--- src/rtl/i2c_master_pkg.sv ---
package i2c_master_pkg;

  localparam int BYTE_W = 8;

  typedef enum logic [2:0] {
    CMD_NONE      = 3'd0,
    CMD_START     = 3'd1,
    CMD_WRITE     = 3'd2,
    CMD_READ_ACK  = 3'd3,
    CMD_READ_NACK = 3'd4,
    CMD_STOP      = 3'd5
  } cmd_e;

  typedef enum logic [1:0] {
    ST_IDLE,
    ST_START,
    ST_BYTE,
    ST_STOP
  } state_e;

endpackage

--- src/rtl/i2c_quarter_gen.sv ---
module i2c_quarter_gen #(
  parameter int QTR_STD  = 250,
  parameter int QTR_FAST = 63
) (
  input  logic clk,
  input  logic rst_n,
  input  logic run,
  input  logic fast,
  output logic tick
);

  localparam int QMAX = (QTR_STD > QTR_FAST) ? QTR_STD : QTR_FAST;
  localparam int CW   = $clog2(QMAX + 1);
  localparam logic [CW-1:0] LIM_STD  = CW'(QTR_STD - 1);
  localparam logic [CW-1:0] LIM_FAST = CW'(QTR_FAST - 1);

  logic [CW-1:0] cnt_q, cnt_d, lim;

  always_comb begin
    lim   = fast ? LIM_FAST : LIM_STD;
    tick  = run && (cnt_q == lim);
    cnt_d = (!run || tick) ? '0 : cnt_q + 1'b1;
  end

  always_ff @(posedge clk or negedge rst_n) begin
    if (!rst_n) cnt_q <= '0;
    else        cnt_q <= cnt_d;
  end

endmodule

--- src/rtl/i2c_byte_shift.sv ---
module i2c_byte_shift #(
  parameter int W = 8
) (
  input  logic         clk,
  input  logic         rst_n,
  input  logic         load,
  input  logic [W-1:0] load_val,
  input  logic         shift,
  input  logic         in_bit,
  output logic [W-1:0] q
);

  logic [W-1:0] q_d;

  always_comb begin
    q_d = q;
    if (load)       q_d = load_val;
    else if (shift) q_d = {q[W-2:0], in_bit};
  end

  always_ff @(posedge clk or negedge rst_n) begin
    if (!rst_n) q <= '0;
    else        q <= q_d;
  end

endmodule

--- src/rtl/i2c_byte_master.sv ---
module i2c_byte_master
  import i2c_master_pkg::*;
#(
  parameter int QTR_STD  = 250,
  parameter int QTR_FAST = 63
) (
  input  logic              clk,
  input  logic              rst_n,
  input  logic              cmd_valid,
  input  logic [2:0]        cmd_code,
  input  logic [BYTE_W-1:0] cmd_data,
  input  logic              fast_mode,
  input  logic              sda_in,
  output logic              busy,
  output logic              done,
  output logic [BYTE_W-1:0] rd_data,
  output logic              ack_received,
  output logic              scl_oe,
  output logic              sda_oe
);

  localparam int BW = $clog2(BYTE_W + 1);
  localparam logic [BW-1:0] ACK_BIT = BW'(BYTE_W);

  state_e            state_q, state_d;
  logic [1:0]        phase_q, phase_d;
  logic [BW-1:0]     bit_q, bit_d;
  cmd_e              cmd_q, cmd_n;
  logic              fast_q;
  logic              scl_q, sda_q, scl_d, sda_d, upd;
  logic              done_q, done_d;
  logic              ack_q, ack_d;
  logic [BYTE_W-1:0] rd_q, rd_d;
  logic              sda_s1, sda_s2;
  logic              tick, accept, code_ok, shift, tx_bit;
  logic [BYTE_W-1:0] sh_q;

  i2c_quarter_gen #(.QTR_STD(QTR_STD), .QTR_FAST(QTR_FAST)) u_qgen (
    .clk(clk), .rst_n(rst_n), .run(state_q != ST_IDLE), .fast(fast_q), .tick(tick)
  );

  i2c_byte_shift #(.W(BYTE_W)) u_shift (
    .clk(clk), .rst_n(rst_n), .load(accept), .load_val(cmd_data),
    .shift(shift), .in_bit(sda_s2), .q(sh_q)
  );

  assign code_ok = (cmd_code >= 3'd1) && (cmd_code <= 3'd5);
  assign accept  = cmd_valid && code_ok && (state_q == ST_IDLE);
  assign cmd_n   = accept ? cmd_e'(cmd_code) : cmd_q;
  assign tx_bit  = accept ? cmd_data[BYTE_W-1] : sh_q[BYTE_W-1];

  // sequencing: phases, bit index, sampling
  always_comb begin
    state_d = state_q;
    phase_d = phase_q;
    bit_d   = bit_q;
    done_d  = 1'b0;
    ack_d   = ack_q;
    rd_d    = rd_q;
    shift   = 1'b0;
    upd     = 1'b0;
    if (accept) begin
      upd     = 1'b1;
      phase_d = 2'd0;
      bit_d   = '0;
      if (cmd_n == CMD_START)     state_d = ST_START;
      else if (cmd_n == CMD_STOP) state_d = ST_STOP;
      else                        state_d = ST_BYTE;
    end else if (state_q != ST_IDLE && tick) begin
      upd = 1'b1;
      if (phase_q != 2'd3) begin
        phase_d = phase_q + 2'd1;
      end else begin
        phase_d = 2'd0;
        if (state_q == ST_BYTE && bit_q != ACK_BIT) begin
          bit_d = bit_q + 1'b1;
        end else begin
          state_d = ST_IDLE;
          done_d  = 1'b1;
          if (cmd_q == CMD_READ_ACK || cmd_q == CMD_READ_NACK) rd_d = sh_q;
        end
      end
      // mid-high sample point
      if (state_q == ST_BYTE && phase_q == 2'd1) begin
        if (bit_q != ACK_BIT)        shift = 1'b1;
        else if (cmd_q == CMD_WRITE) ack_d = !sda_s2;
      end
    end
  end

  // wire levels for the phase being entered
  always_comb begin
    scl_d = scl_q;
    sda_d = sda_q;
    unique case (state_d)
      ST_IDLE: begin
        if (done_d) begin
          scl_d = (cmd_q != CMD_STOP);
          sda_d = (cmd_q != CMD_STOP);
        end
      end
      ST_START: begin
        unique case (phase_d)
          2'd0: sda_d = 1'b0;
          2'd1: begin scl_d = 1'b0; sda_d = 1'b0; end
          2'd2: begin scl_d = 1'b0; sda_d = 1'b1; end
          2'd3: begin scl_d = 1'b1; sda_d = 1'b1; end
        endcase
      end
      ST_STOP: begin
        unique case (phase_d)
          2'd0: begin scl_d = 1'b1; sda_d = 1'b1; end
          2'd1: begin scl_d = 1'b0; sda_d = 1'b1; end
          2'd2: begin scl_d = 1'b0; sda_d = 1'b1; end
          2'd3: begin scl_d = 1'b0; sda_d = 1'b0; end
        endcase
      end
      ST_BYTE: begin
        scl_d = (phase_d == 2'd0) || (phase_d == 2'd3);
        if (phase_d == 2'd0) begin
          if (bit_d != ACK_BIT) sda_d = (cmd_n == CMD_WRITE) && !tx_bit;
          else                  sda_d = (cmd_n == CMD_READ_ACK);
        end
      end
    endcase
  end

  always_ff @(posedge clk or negedge rst_n) begin
    if (!rst_n) begin
      state_q <= ST_IDLE;
      phase_q <= 2'd0;
      bit_q   <= '0;
      cmd_q   <= CMD_NONE;
      fast_q  <= 1'b0;
      scl_q   <= 1'b0;
      sda_q   <= 1'b0;
      done_q  <= 1'b0;
      ack_q   <= 1'b0;
      rd_q    <= '0;
      sda_s1  <= 1'b1;
      sda_s2  <= 1'b1;
    end else begin
      state_q <= state_d;
      phase_q <= phase_d;
      bit_q   <= bit_d;
      done_q  <= done_d;
      ack_q   <= ack_d;
      rd_q    <= rd_d;
      sda_s1  <= sda_in;
      sda_s2  <= sda_s1;
      if (accept) begin
        cmd_q  <= cmd_n;
        fast_q <= fast_mode;
      end
      if (upd) begin
        scl_q <= scl_d;
        sda_q <= sda_d;
      end
    end
  end

  assign busy         = (state_q != ST_IDLE);
  assign done         = done_q;
  assign rd_data      = rd_q;
  assign ack_received = ack_q;
  assign scl_oe       = scl_q;
  assign sda_oe       = sda_q;

endmodule

--- config.mk ---
export PLATFORM = sky130hd
export DESIGN_NAME = i2c_byte_master
export DESIGN_NICKNAME = d
export VERILOG_FILES = /design/src/rtl/i2c_master_pkg.sv /design/src/rtl/i2c_quarter_gen.sv /design/src/rtl/i2c_byte_shift.sv /design/src/rtl/i2c_byte_master.sv
export SDC_FILE = /design/constraint.sdc
export NUM_CORES = 1
export LEC_CHECK = 0
export BUFFER_PORTS_ARGS = -buffer_cell sky130_fd_sc_hd__clkbuf_2
export CELL_PAD_IN_SITES_DETAIL_PLACEMENT = 1
export CELL_PAD_IN_SITES_GLOBAL_PLACEMENT = 2
export CORE_ASPECT_RATIO = 0.75
export CORE_MARGIN = 5
export CORE_UTILIZATION = 33
export CTS_CLUSTER_SIZE = 14
export DETAILED_ROUTE_END_ITERATION = 16
export PLACE_DENSITY_LB_ADDON = 0.1
export SLEW_MARGIN = 20
export SYNTH_ARGS = -nofsm -noshare
export SYNTH_HDL_FRONTEND = slang
export SYNTH_SLANG_ARGS = --single-unit
--- constraint.sdc ---
create_clock -name clk -period 2.34 [get_ports clk]
set_input_delay 0.117 -clock clk [delete_from_list [all_inputs] [get_ports clk]]
set_output_delay 0.117 -clock clk [all_outputs]
set_load 0.02 [all_outputs]
* Yosys cells after proc, flatten, opt, wreduce, memory -nomap -nowiden
Cells that the tools add are included.
** Storage, ports and cells
- Register bits :: 42
- Word-level logic and storage cells :: 112
** Cells by class
- Add/sub/neg operators :: 3
- $lt $le $gt $ge :: 2
- Eq/ne operators :: 23
- Multiplexer cells :: 38
- Bitwise gates (word level) :: 4
- Reductions and logical operators :: 28
** Operators by type and width (count)
- 2-to-1 mux 8 bit :: 4
- 2-to-1 mux 2 bit :: 8
- 2-to-1 mux 4 bit :: 4
- 2-to-1 mux 1 bit :: 15
- == test 3 x 2 -> 1 bit, second input constant :: 4
- == test 2 bit, second input constant :: 5
- AND reduction 5 bit :: 2
- adder 8 x 1 -> 8 bit, second input constant :: 1
- == test 8 bit :: 1
- logical AND 1 bit :: 8
- != test 4 bit, second input constant :: 2
- case mux 1 bit (2 select lines) :: 4
- case mux 1 bit (4 select lines) :: 2
- == test 2 x 1 -> 1 bit, second input constant :: 3
- == test 3 bit, second input constant :: 2
- zero test 2 bit :: 3
- != test 2 bit, second input constant :: 3
- != test 3 bit, second input constant :: 2
- AND reduction 3 bit :: 2
- OR reduction 2 bit :: 3
- OR reduction 3 bit :: 2
- adder 4 x 1 -> 4 bit, second input constant :: 1
- inverter 1 bit :: 4
- nonzero test 2 bit :: 2
- other kinds (7) :: 11

* Logic depth before layout (Yosys ltp)
Gate-level depths: netlist (run 1).
- Depth in word-level cells :: 12
- Gate-level depth with buffers :: 11
- Depth with buffers taken out :: 11

* By module
Synthesis (run 1) repeated with hierarchy kept, for this count alone.
** Second synthesis, totals
- Cells, all modules :: 222
- Area total of the unflattened synthesis :: 2259.7 um2
** Modules (own cells, without submodules)
- i2c_byte_master :: times used 1, cells each 146, area an instance 1472.7 um2
- i2c_quarter_gen :: times used 1, cells each 42, area an instance 414.1 um2
- i2c_byte_shift :: times used 1, cells each 34, area an instance 372.9 um2

* Worst setup path before layout (run 1)
No wires, ideal clock.
- Path kind :: reg2reg
- From :: reg u_qgen.cnt_q[6]
- To :: reg scl_q, in the netlist scl_oe
- Library setup time :: 0.126 ns
- Data arrival time :: 2.329 ns
- Path slack :: -0.115 ns
- Stages on the path, launching flop included :: 11
- Path buffers :: 0
- Path through :: dfrtp_1 nor4b_2 a22oi_2 nor3_1 mux2i_1 or2_1 inv_1 ha_1 a21oi_1 o22ai_1 o32a_1
** On the way
- Word-level cells in the longest chain between the ends :: 9
** Ends and longest elaborated chain
- from (decl) :: line i2c_quarter_gen.sv:17 : logic [CW-1:0] cnt_q, cnt_d, lim;
- from (signal assigned) :: line i2c_quarter_gen.sv:27 : else cnt_q <= cnt_d;
- == test 8 bit * :: line i2c_quarter_gen.sv:21 : tick = run && (cnt_q == lim);
- logical AND 1 bit * :: line i2c_quarter_gen.sv:21
- logical AND 1 bit * :: line i2c_byte_master.sv:69 : end else if (state_q != ST_IDLE && tick) begin
- 2-to-1 mux 2 bit * :: line i2c_byte_master.sv:69
- 2-to-1 mux 2 bit * :: line i2c_byte_master.sv:62 : if (accept) begin
- named net phase_d[0] :: line i2c_byte_master.sv:26 : logic [1:0] phase_q, phase_d;
- == test 2 bit (tied with other cells) :: line i2c_byte_master.sv:103, i2c_byte_master.sv:111, i2c_byte_master.sv:119
- OR reduction 3 bit (no source line) / OR reduction 2 bit (equally long branches)
- case mux 1 bit (2 select lines) (tied with other cells) :: line i2c_byte_master.sv:111 : unique case (phase_d)
- case mux 1 bit (4 select lines) / AND reduction 3 bit (equally long branches)
- to (signal assigned) :: line i2c_byte_master.sv:156 : scl_q <= scl_d;
- to (decl) :: line i2c_byte_master.sv:30 : logic scl_q, sda_q, scl_d, sda_d, upd;
Mark *: on every way through the listed nets, which the timed path passes. The rest lies on a longest branch.
A chain may end at the register's enable or synchronous reset.

* Worst setup path in the final report (run 1)
- From :: reg u_qgen.cnt_q[6]
- To :: reg sda_q, in the netlist sda_oe
** On the way
- Word-level cells in the longest chain between the ends :: 9
** Ends and longest elaborated chain
- == test 8 bit * :: line i2c_quarter_gen.sv:21
- logical AND 1 bit * :: line i2c_quarter_gen.sv:21
- logical AND 1 bit * :: line i2c_byte_master.sv:69
- 2-to-1 mux 2 bit / 2-to-1 mux 4 bit (equally long branches) :: line i2c_byte_master.sv:69
- 2-to-1 mux 2 bit / 2-to-1 mux 4 bit (equally long branches) :: line i2c_byte_master.sv:62
- == test 2 bit (tied with other cells) :: line i2c_byte_master.sv:103, i2c_byte_master.sv:111
- OR reduction 3 bit (no source line) (tied with other cells)
- case mux 1 bit (2 select lines) (tied with other cells) :: line i2c_byte_master.sv:111
- case mux 1 bit (4 select lines) :: line i2c_byte_master.sv:95 : unique case (state_d)
- to (signal assigned) :: line i2c_byte_master.sv:136 : sda_q <= 1'b0;
- to (signal assigned) :: line i2c_byte_master.sv:157 : sda_q <= sda_d;
- to (decl) :: line i2c_byte_master.sv:30
Every way passes the cells marked *; elsewhere a longest branch is shown, timed or not. The select of a mux whose other input is x is not followed.

==> results of run 1 <==
==> worst max path at each step <==
stage | start | to | slack, ps | depth (start not counted)
6_report | u_qgen.cnt_q[6] | sda_oe | -40 | 8
3_5_place_dp | u_qgen.cnt_q[6] | sda_oe | -110 | 11
5_1_grt | u_qgen.cnt_q[6] | sda_oe | -100 | 8
4_1_cts | u_qgen.cnt_q[7] | sda_oe | -70 | 8
2_1_floorplan | state_q[0] | scl_oe | 9 | 10
3_3_place_gp | state_q[0] | scl_oe | 20 | 10
==> per-stage QoR <==
step / cells / worst slack (ps) / hold WS, ps / util, %
after floorplan: 206 / 8.921 / -178.6 / -
after global routing: 347 / -103.9 / 27.43 / 44.16
after global placement: 329 / 16.17 / 206.5 / 40.45
after CTS: 343 / -66.19 / 18.64 / 43.00
after detailed placement: 329 / -106.0 / 206.7 / 40.45
final: 347 / -37.24 / -72.48 / 44.16
==> critical path: stages, from the launching register on <==
cell and delay (ps):
sky130_fd_sc_hd__dfrtp_1 410, sky130_fd_sc_hd__and4bb_1 220, sky130_fd_sc_hd__a22oi_2 320, sky130_fd_sc_hd__buf_12 160, sky130_fd_sc_hd__nor3_4 40, sky130_fd_sc_hd__xnor2_2 140, sky130_fd_sc_hd__or4_1 530, sky130_fd_sc_hd__a221o_1 330
sky130_fd_sc_hd__a31oi_1 150
==> layout make-up <==
type | instances | area [um2]
fill | 735 | 3546
sequential | 42 | 1054
multi-input combinational | 149 | 1132
tap | 81 | 101.3
clock buffer | 6 | 82.58
clock inverter | 2 | 12.51
inverter | 11 | 41.29
timing repair buffer | 56 | 380.4
==> sequential cells by signal, indices dropped and copies added, names as in the netlist <==
name / flops
rd_data: 8
u_qgen.cnt_q: 8
u_shift.q: 8
bit_q: 4
cmd_q: 3
phase_q: 2
state_q: 2
ack_received: 1
done: 1
fast_q: 1
scl_oe: 1
sda_oe: 1
sda_s1: 1
sda_s2: 1
==> synthesized netlist by cell type (all sizes together), types with 2 or more instances <==
library cell  number
ha                 9
dfrtp             40
and3               2
o21ai             15
nor4bb             2
or2                2
o22ai              3
a31oi              3
mux2i             16
nand2             14
xnor2              5
nor3              10
nand3              6
mux2              10
nor2b              4
dfstp              2
xor2               6
inv               11
nor2              22
and2               2
clkbuf             4
a21oi              2
nand2b             2
==> logic make-up (layout without fill, tap and decap cells) <==
family	count (synthesis)	count (layout)	share of synthesized area (%)
and+or+nand+nor	72	72	17.83
DFF	42	42	48.28
AOI/OAI and AO/OA	31	31	9.232
muxes	26	26	12.50
buffers and inverters	15	75	2.580
xor gates and xnor gates	11	11	4.415
adders and majority gates	9	9	5.161
==> layer usage <==
metal | GRT usage, % | wire length, um | vias to the layer above
met3 | 3.293 | 214 | 5
met2 | 20.61 | 2332 | 21
met1 | 18.17 | 2633 | 840
met5 | 0 | 0 | -
li1 | - | - | 836
met4 | 3.493 | 44 | 0
==> report_power, final <==
group / internal [uW] / switching [uW] / leakage (uW)
Clock: 237 / 256 / 0.0000472
Combinational: 14.2 / 24.0 / 0.000716
Sequential: 728 / 0.675 / 0.000492
==> what timing repair did <==
item                       4_1_cts  5_1_grt
hold buffers                     1        0
pin swaps                       10        7
hold endpoints to repair         1        0
setup buffers                    5        4
gates resized for setup          4       12
setup endpoints to repair        2       10
==> results.md, run 1 <==
- The flow ran to the end, but the final reports show violations.
- The checks that failed: hold timing, setup timing.
- The global-route usage over all layers is 13.15%.
- The clock arrives with 8.054 ps of skew.
- The fraction of synthesized cell area taken by the top area cell type is around 46%.
- The final weighted congestion in routability-driven placement is 0.8637.
- The routed wire length is around 5200 um.
- The HPWL after detailed placement is 3950 um.
- The final hold violation count is 40.
- The dominant cell type by area after synthesis is sky130_fd_sc_hd__dfrtp_1.
- The post-synth net total is 231.
- Synthesis inferred 42 register bits.
- The worst register-to-register path has a setup slack of -40 ps.
- In this run the worst path has a maximum fanout of 3.
- The standard cell area after detailed placement is between 0.002 and 0.003 mm2.
- Summed over all failing endpoints, the final setup total negative slack is -43.85 ps.
- The library cells used most frequently in the layout, excluding fill and tap cells, are sky130_fd_sc_hd__dfrtp_1, sky130_fd_sc_hd__clkbuf_2, sky130_fd_sc_hd__buf_4.
- The analysis attributes to cell leakage a power of around 0.0013 uW.
- The worst register-to-register path ends at sda_oe.
- Dividing the detail-routed via count by the number of cells gives between 4 and 5.
- For the pin with the worst max-slew slack, the measured transition is just over 900 ps.
- In this run the count of I/O pins placed on the die edge is 29.
- The worst setup path is captured at a register.
- Power comes to 1261 uW.
- During placement, the flow inserted port buffers numbering 28.
- The master cell of the clock root buffer is sky130_fd_sc_hd__clkbuf_8.
- The count of mapped cells out of synthesis is just over 200.
- The arrival time of the worst setup path is 2590 ps.
- The worst path in the final design needs a cycle of between 2000 and 2500 ps, including I/O delays and setup.
- Leaving out fill and tap cells, the most frequent cell in the layout is sky130_fd_sc_hd__dfrtp_1.
- The antenna diode count is 0.
- The startpoint type of the worst setup path is a register.
- The fraction of layout cells with a size suffix above 1 is 30.45%.
- The number of nets in the final layout is 290.
- The effective utilization at floorplan is 34.36%.
- The number of antenna violations at the first check in global routing is 0.
- By area the synthesized netlist is led by sky130_fd_sc_hd__dfrtp_1, sky130_fd_sc_hd__mux2i_1, sky130_fd_sc_hd__ha_1.
- Entering global routing, the biggest net connects between 40 and 50 pins.
- Derived from the worst setup path, the maximum achievable clock frequency is 420.7 MHz.
- The worst voltage drop across the vdd grid is ~0.24 mV.
- Power spread over the standard cell area amounts to between 400 and 500 mW/mm2.
- In this run the critical register-to-register path is launched from u_qgen.cnt_q[6].
- The full die area is 0.008355 mm2.
- The count of warnings emitted by yosys is 0.
- The violation count after the first detailed-routing iteration is 35.
- The first global-routing pass estimated ~9000 um of wire.
- Setup repair after global routing could not meet its margin everywhere.
- The number of buffers between clock root and the deepest sink is 2.
- The distinct cell type count after synthesis is ~40.
- The critical path class is reg -> reg.
- The average instance area after synthesis is approximately 11 um2.
- The clock latency at the later pin of the worst-skew pair is ~300 ps.
- The final cycle utilization of the critical path is 101.6%.
- In this run the standard cell core region covers roughly 0.0063 mm2.
- The clock net in this run drives a total of 42 sinks.
- Setup violations remaining at the end of the flow were counted as 2.
- For this run, the detailed router's first-pass iteration total came to 4.
- The H-tree level count is 2.
- The floorplan has 25 rows.
- Data on the critical path is required at its endpoint by 2560 ps.
- Across all hold checks on the routed design, the worst slack comes to -72.48 ps.
- The via count of the first global-routing pass came to 1836.
- In this run the remaining antenna-violating nets after routing total 0.
- For this block, the via count after detailed routing is 1702.
- The area growth from synthesis to layout is 28.50%.
- Counting flops with an async set or reset pin after synthesis yields a share of between 90% and 100%.
- Measured along the x axis, the die boundary spans around 100 um.
- The worst pin sits at a relative slew slack of between 30 and 40%.
- Counting cells, the worst reg-to-reg path comes to 8.
- The commonest register cell after synthesis is sky130_fd_sc_hd__dfrtp_1.
- Buffers inserted during clock tree synthesis total 5.
- The TritonCTS clock tree is built.
- The share of the yosys chip area belonging to registers is 48.28%.
- The post-route cell area is 0.002804 mm2.
- The die boundary height is just over 80 um.
- The number of pins exceeding their max-slew limit in the final report is 0.
- The cell area that synthesis handed to floorplanning was 0.002182 mm2.
- The number of flops mapped to enable cells by yosys is 0.
- Across the run, the number of max-cap violations was 0.
- The mean routed wirelength per cell is about 15 um.
- The worst hold path belongs to the class in -> async.
- The clock-pin slew reported for the worst setup and hold paths after clock tree synthesis is around 90 ps.
- The final worst-path setup slack is -37.24 ps.
- Global routing finished with a remaining overflow of 0.
- After detailed routing, the number of remaining DRC violations is 0.
No activity file was read; power rests on OpenSTA's default activity.
==> inputs of run 2 (changes only) <==
ABC_AREA = 1   (was unset)
CORE_MARGIN = 4   (was 5)
CORE_UTILIZATION = 30   (was 33)
==> results.md, run 2 <==
- The capture instance of the worst register-to-register path is sda_oe (unchanged).
- The area of the mapped netlist is 0.002370 mm2 (was 0.002182 mm2).
- The placeable core region was 0.007500 mm2 (was 0.006350 mm2).
- The count of warnings emitted by yosys is 0 (unchanged).
- The H-tree level count came to 2 (unchanged).
- The standard cell area after detailed placement is 0.002698 mm2 (was 0.002569 mm2).
- The worst reg-to-reg path cell count came to 15 (was 8).
- The global-route wire length before repair was 10860 um (was 8907 um).
- The count of nets left with antenna violations after detail routing is 0 (unchanged).
- The fill cell instance count of the final layout is 976 (was 735).
- The full die area is 0.009400 mm2 (was 0.008355 mm2).
- The global-route usage over all layers is 14.10% (was 13.15%).
- The final routed DRC violation total came to 0 (unchanged).
- The most instantiated library cell after synthesis is sky130_fd_sc_hd__nand2_1 (was sky130_fd_sc_hd__dfrtp_1).
- The share of power burned in registers is 37.8% (was 57.8%).
- The internal power component is 1733 uW (was 979.7 uW).
- The fraction of synthesized cell area taken by the top area cell type is 42.24% (was 45.87%).
- The net switching component of the power is 1072 uW (was 280.9 uW).
- The number of antenna violations at the first check in global routing came to 0 (unchanged).
- The worst-case headroom to the max-slew limit is 58.16% (was 39.21%).
- The average instance area after synthesis is 7.744 um2 (was 10.59 um2).
- The total clock buffers created by CTS is 5 (unchanged).
- The top-level port count is 29 (unchanged).
- The share of the yosys chip area belonging to registers is 44.46% (was 48.28%).
- Most common library cells after synthesis: sky130_fd_sc_hd__nand2_1, sky130_fd_sc_hd__inv_1, sky130_fd_sc_hd__dfrtp_1, sky130_fd_sc_hd__nor2_1, sky130_fd_sc_hd__nand3_1 (was sky130_fd_sc_hd__dfrtp_1, sky130_fd_sc_hd__nor2_1, sky130_fd_sc_hd__mux2i_1, sky130_fd_sc_hd__nand2_1).
- The worst voltage drop across the vdd grid is 0.3172 mV (was 0.2442 mV).
- The commonest non-fill, non-tap cell in the layout was sky130_fd_sc_hd__nand2_1 (was sky130_fd_sc_hd__dfrtp_1).
- The port buffer count is 28 (unchanged).
- The die boundary height is 84.97 um (was 80.42 um).
- The maximum fanout count along the critical path is 4 (was 3).
- Along the worst hold path, the cell count comes to 3.
- Run status: finished clean (was finished, violations left).
- The number of flops mapped to enable cells by yosys is 0 (unchanged).
- The proportion of register bits with asynchronous set or reset after synthesis was 100.0% (unchanged).
- The switching fraction of total power is 38.21% (was 22.29%).
- The final weighted congestion in routability-driven placement was 0.7593 (was 0.8637).
- The leakage power is 0.001547 uW (was 0.001255 uW).
- The TritonCTS clock tree is built (unchanged).
- The effective utilization at floorplan is 31.60% (was 34.36%).
- The final cell count without fillers is 454 (was 347).
- Most frequent cells in the layout: sky130_fd_sc_hd__nand2_1, sky130_fd_sc_hd__inv_1, sky130_fd_sc_hd__dfrtp_1 (was sky130_fd_sc_hd__dfrtp_1, sky130_fd_sc_hd__clkbuf_2, sky130_fd_sc_hd__buf_4).
- The width of the die is 110.6 um (was 103.9 um).
- The antenna diode count is 0 (unchanged).
- The transition time of the tightest slew-check pin is 623.4 ps (was 911.8 ps).
- The post-detailed-route via-to-cell ratio was 4.487 (was 4.905).
- The mean routed wirelength per cell is 13.53 um (was 15.05 um).
- The distinct cell type count after synthesis is 37 (was 41).
- The fraction of layout cells with a size suffix above 1 came to 22.10% (was 30.45%).
- The total power came to 2804 uW (was 1261 uW).
- The post-synth net total came to 331 (was 231).
- The endpoint kind of the worst setup timing path is a register (unchanged).
- The number of endpoints failing setup at the final stage was 0 (was 2).
- The remaining global-route overflow was 0 (unchanged).
- The count of standard-cell rows is 27 (was 25).
- The power per unit of standard cell area was 964.0 mW/mm2 (was 449.6 mW/mm2).
- The final worst-path setup slack is 246.2 ps (was -37.24 ps).
- The number of maximum-capacitance violations came to 0 (unchanged).
- The number of buffers between clock root and the deepest sink is 2 (unchanged).
- The maximum clock frequency was 477.6 MHz (was 420.7 MHz).
- The number of synthesized register bits is 42 (unchanged).
- The count of placed standard cells including taps is 442 (was 329).
- The total clock sinks is 42 (unchanged).
- The area added between synthesis and finish is 22.76% (was 28.50%).
- The startpoint of the worst register-to-register path is fast_q (was u_qgen.cnt_q[6]).
- The startpoint type of the worst setup path is a register (unchanged).
- The post-route cell area was 0.002909 mm2 (was 0.002804 mm2).
- The final hold violation count is 0 (was 40).
- The via count of the first global-routing pass is 2214 (was 1836).
- Top cells by area, synth: sky130_fd_sc_hd__dfrtp_1, sky130_fd_sc_hd__nand2_1, sky130_fd_sc_hd__inv_1 (was sky130_fd_sc_hd__dfrtp_1, sky130_fd_sc_hd__mux2i_1, sky130_fd_sc_hd__ha_1).
- The clock network power share came to 25.5% (was 39.1%).
- The pin count of the biggest net entering global routing is 20 (was 42).
- The final cycle utilization of the critical path is 89.48% (was 101.6%).
- The critical path class is reg -> reg (unchanged).
- The via total after detailed routing is 2037 (was 1702).
- The number of nets in the final layout is 377 (was 290).
- The dominant cell type by area after synthesis is sky130_fd_sc_hd__dfrtp_1 (unchanged).
- The worst clock skew came to 5.533 ps (was 8.054 ps).
- RSZ-0062 raised after global routing: true (unchanged).
- The path category of the worst min-delay check is in -> reg (was in -> async).
- In this run the most critical hold path is launched from fast_mode.
- The data required time at the worst endpoint is 2530 ps (was 2560 ps).
- The clock latency at the later pin of the worst-skew pair is 290 ps (was 300 ps).
- The end-of-flow core utilization is 38.79% (was 44.16%).
- The violation count after the first detailed-routing iteration came to 50 (was 35).
- The count of mapped cells out of synthesis came to 306 (was 206).
- The number of pins exceeding their max-slew limit in the final report is 0 (unchanged).
- The routed wire length is 6142 um (was 5224 um).
- The post-DP HPWL is 4828 um (was 3950 um).
- The commonest register cell after synthesis is sky130_fd_sc_hd__dfrtp_1 (unchanged).
- The clock-pin slew reported for the worst setup and hold paths after clock tree synthesis is 90 ps (about the same).
- The count of TritonRoute iterations in the first routing pass came to 4 (unchanged).
- The master cell of the clock root buffer is sky130_fd_sc_hd__clkbuf_8 (unchanged).
- The reg-to-reg setup timing slack is 250 ps (was -40 ps).
- The share of total power in combinational logic is 36.7% (was 3.0%).
- The arrival time of the worst setup path was 2290 ps (was 2590 ps).
- The time the worst path needs with I/O delays and setup came to 2094 ps (was 2377 ps).
- The path with the worst hold slack has its endpoint at fast_q.
- The worst slack after detailed placement came to 84.76 ps (was -106.0 ps).
==> run 2: cell types whose count changed in the layout (fill, tap and decap cells not counted), moves of 4 or more <==
cell | previous run | this run
sky130_fd_sc_hd__xor2_1 | 6 | 2
sky130_fd_sc_hd__nand3_1 | 6 | 14
sky130_fd_sc_hd__buf_6 | 4 | 0
sky130_fd_sc_hd__nand2_1 | 14 | 86
sky130_fd_sc_hd__mux2i_1 | 14 | 0
sky130_fd_sc_hd__inv_1 | 9 | 44
sky130_fd_sc_hd__a21oi_1 | 2 | 8
sky130_fd_sc_hd__o21ai_0 | 5 | 9
sky130_fd_sc_hd__buf_4 | 22 | 13
sky130_fd_sc_hd__inv_2 | 2 | 6
sky130_fd_sc_hd__nor2_1 | 21 | 26
sky130_fd_sc_hd__mux2_1 | 10 | 1
==> run 2: cell type report <==
type / count / area, um2 / share of cell area [%]
Clock buffer: 6 / 82.58 / 2.839
Multi-Input combinational cell: 208 / 1134 / 38.97
Timing Repair Buffer: 43 / 257.7 / 8.860
Tap cell: 101 / 126.4 / 4.344
Sequential cell: 42 / 1054 / 36.22
Clock inverter: 2 / 60.06 / 2.065
Inverter: 52 / 195.2 / 6.710
==> run 2: repair_timing <==
action	CTS	global route
gates resized for setup	0	9
endpoints found under the setup margin	0	2
setup buffers	0	2
hold buffers	2	0
endpoints found under the hold margin	10	0
==> run 2: cell families after synthesis <==
group                      share of synthesized area (%)
and+or+nand+nor                                    30.52
muxes                                             0.4752
AOI/OAI and AO/OA                                  9.557
adders and majority gates                          4.752
xor gates and xnor gates                           1.109
buffers and inverters                              9.134
DFF                                                44.46
==> run 2: power by group through the flow <==
stage               Combinational (uW)  Sequential (uW)  Clock, uW
floorplan                          735             1060          0
global placement                  1000             1060          0
detailed placement                1010             1070          0
CTS                               1020             1060        736
global route                      1200             1090        768
finish                            1030             1060        715
==> run 2: layer usage <==
metal	vias to the layer above	wire [um]	GRT usage [%]
met3	5	142	2.851
li1	1049	-	-
met2	17	2674	21.97
met5	-	0	0
met4	0	53	3.020
met1	966	3271	20.27
==> run 2: worst max path at each step <==
stage               endpoint        from  slack [ps]  cells after the start
floorplan             sda_oe  state_q[1]         180                     13
global placement      sda_oe  state_q[1]          90                     13
detailed placement    sda_oe  state_q[1]          80                     13
CTS                   sda_oe  state_q[1]          70                     13
global route          sda_oe      fast_q         -20                     14
finish                sda_oe      fast_q         250                     15
==> run 2: critical path, cell delays in order, from the launching register on <==
cell and delay [ps]:
sky130_fd_sc_hd__dfrtp_1 400, sky130_fd_sc_hd__inv_1 90, sky130_fd_sc_hd__nand2_1 60, sky130_fd_sc_hd__nand2_1 100, sky130_fd_sc_hd__nand3b_4 110, sky130_fd_sc_hd__nor3_4 190, sky130_fd_sc_hd__nor2_1 80, sky130_fd_sc_hd__nor3_2 190
sky130_fd_sc_hd__inv_1 120, sky130_fd_sc_hd__ha_1 210, sky130_fd_sc_hd__o211ai_1 160, sky130_fd_sc_hd__nand2_1 80, sky130_fd_sc_hd__inv_1 50, sky130_fd_sc_hd__nand3_1 70, sky130_fd_sc_hd__nand2_1 60, sky130_fd_sc_hd__inv_1 30
==> run 2: stage by stage <==
step	setup TNS, ps	hold slack (ps)
global placement	0	26.58
CTS	0	24.49
global route	-24.34	61.99
finish	0	27.16
floorplan	0	-178.6
detailed placement	0	26.85
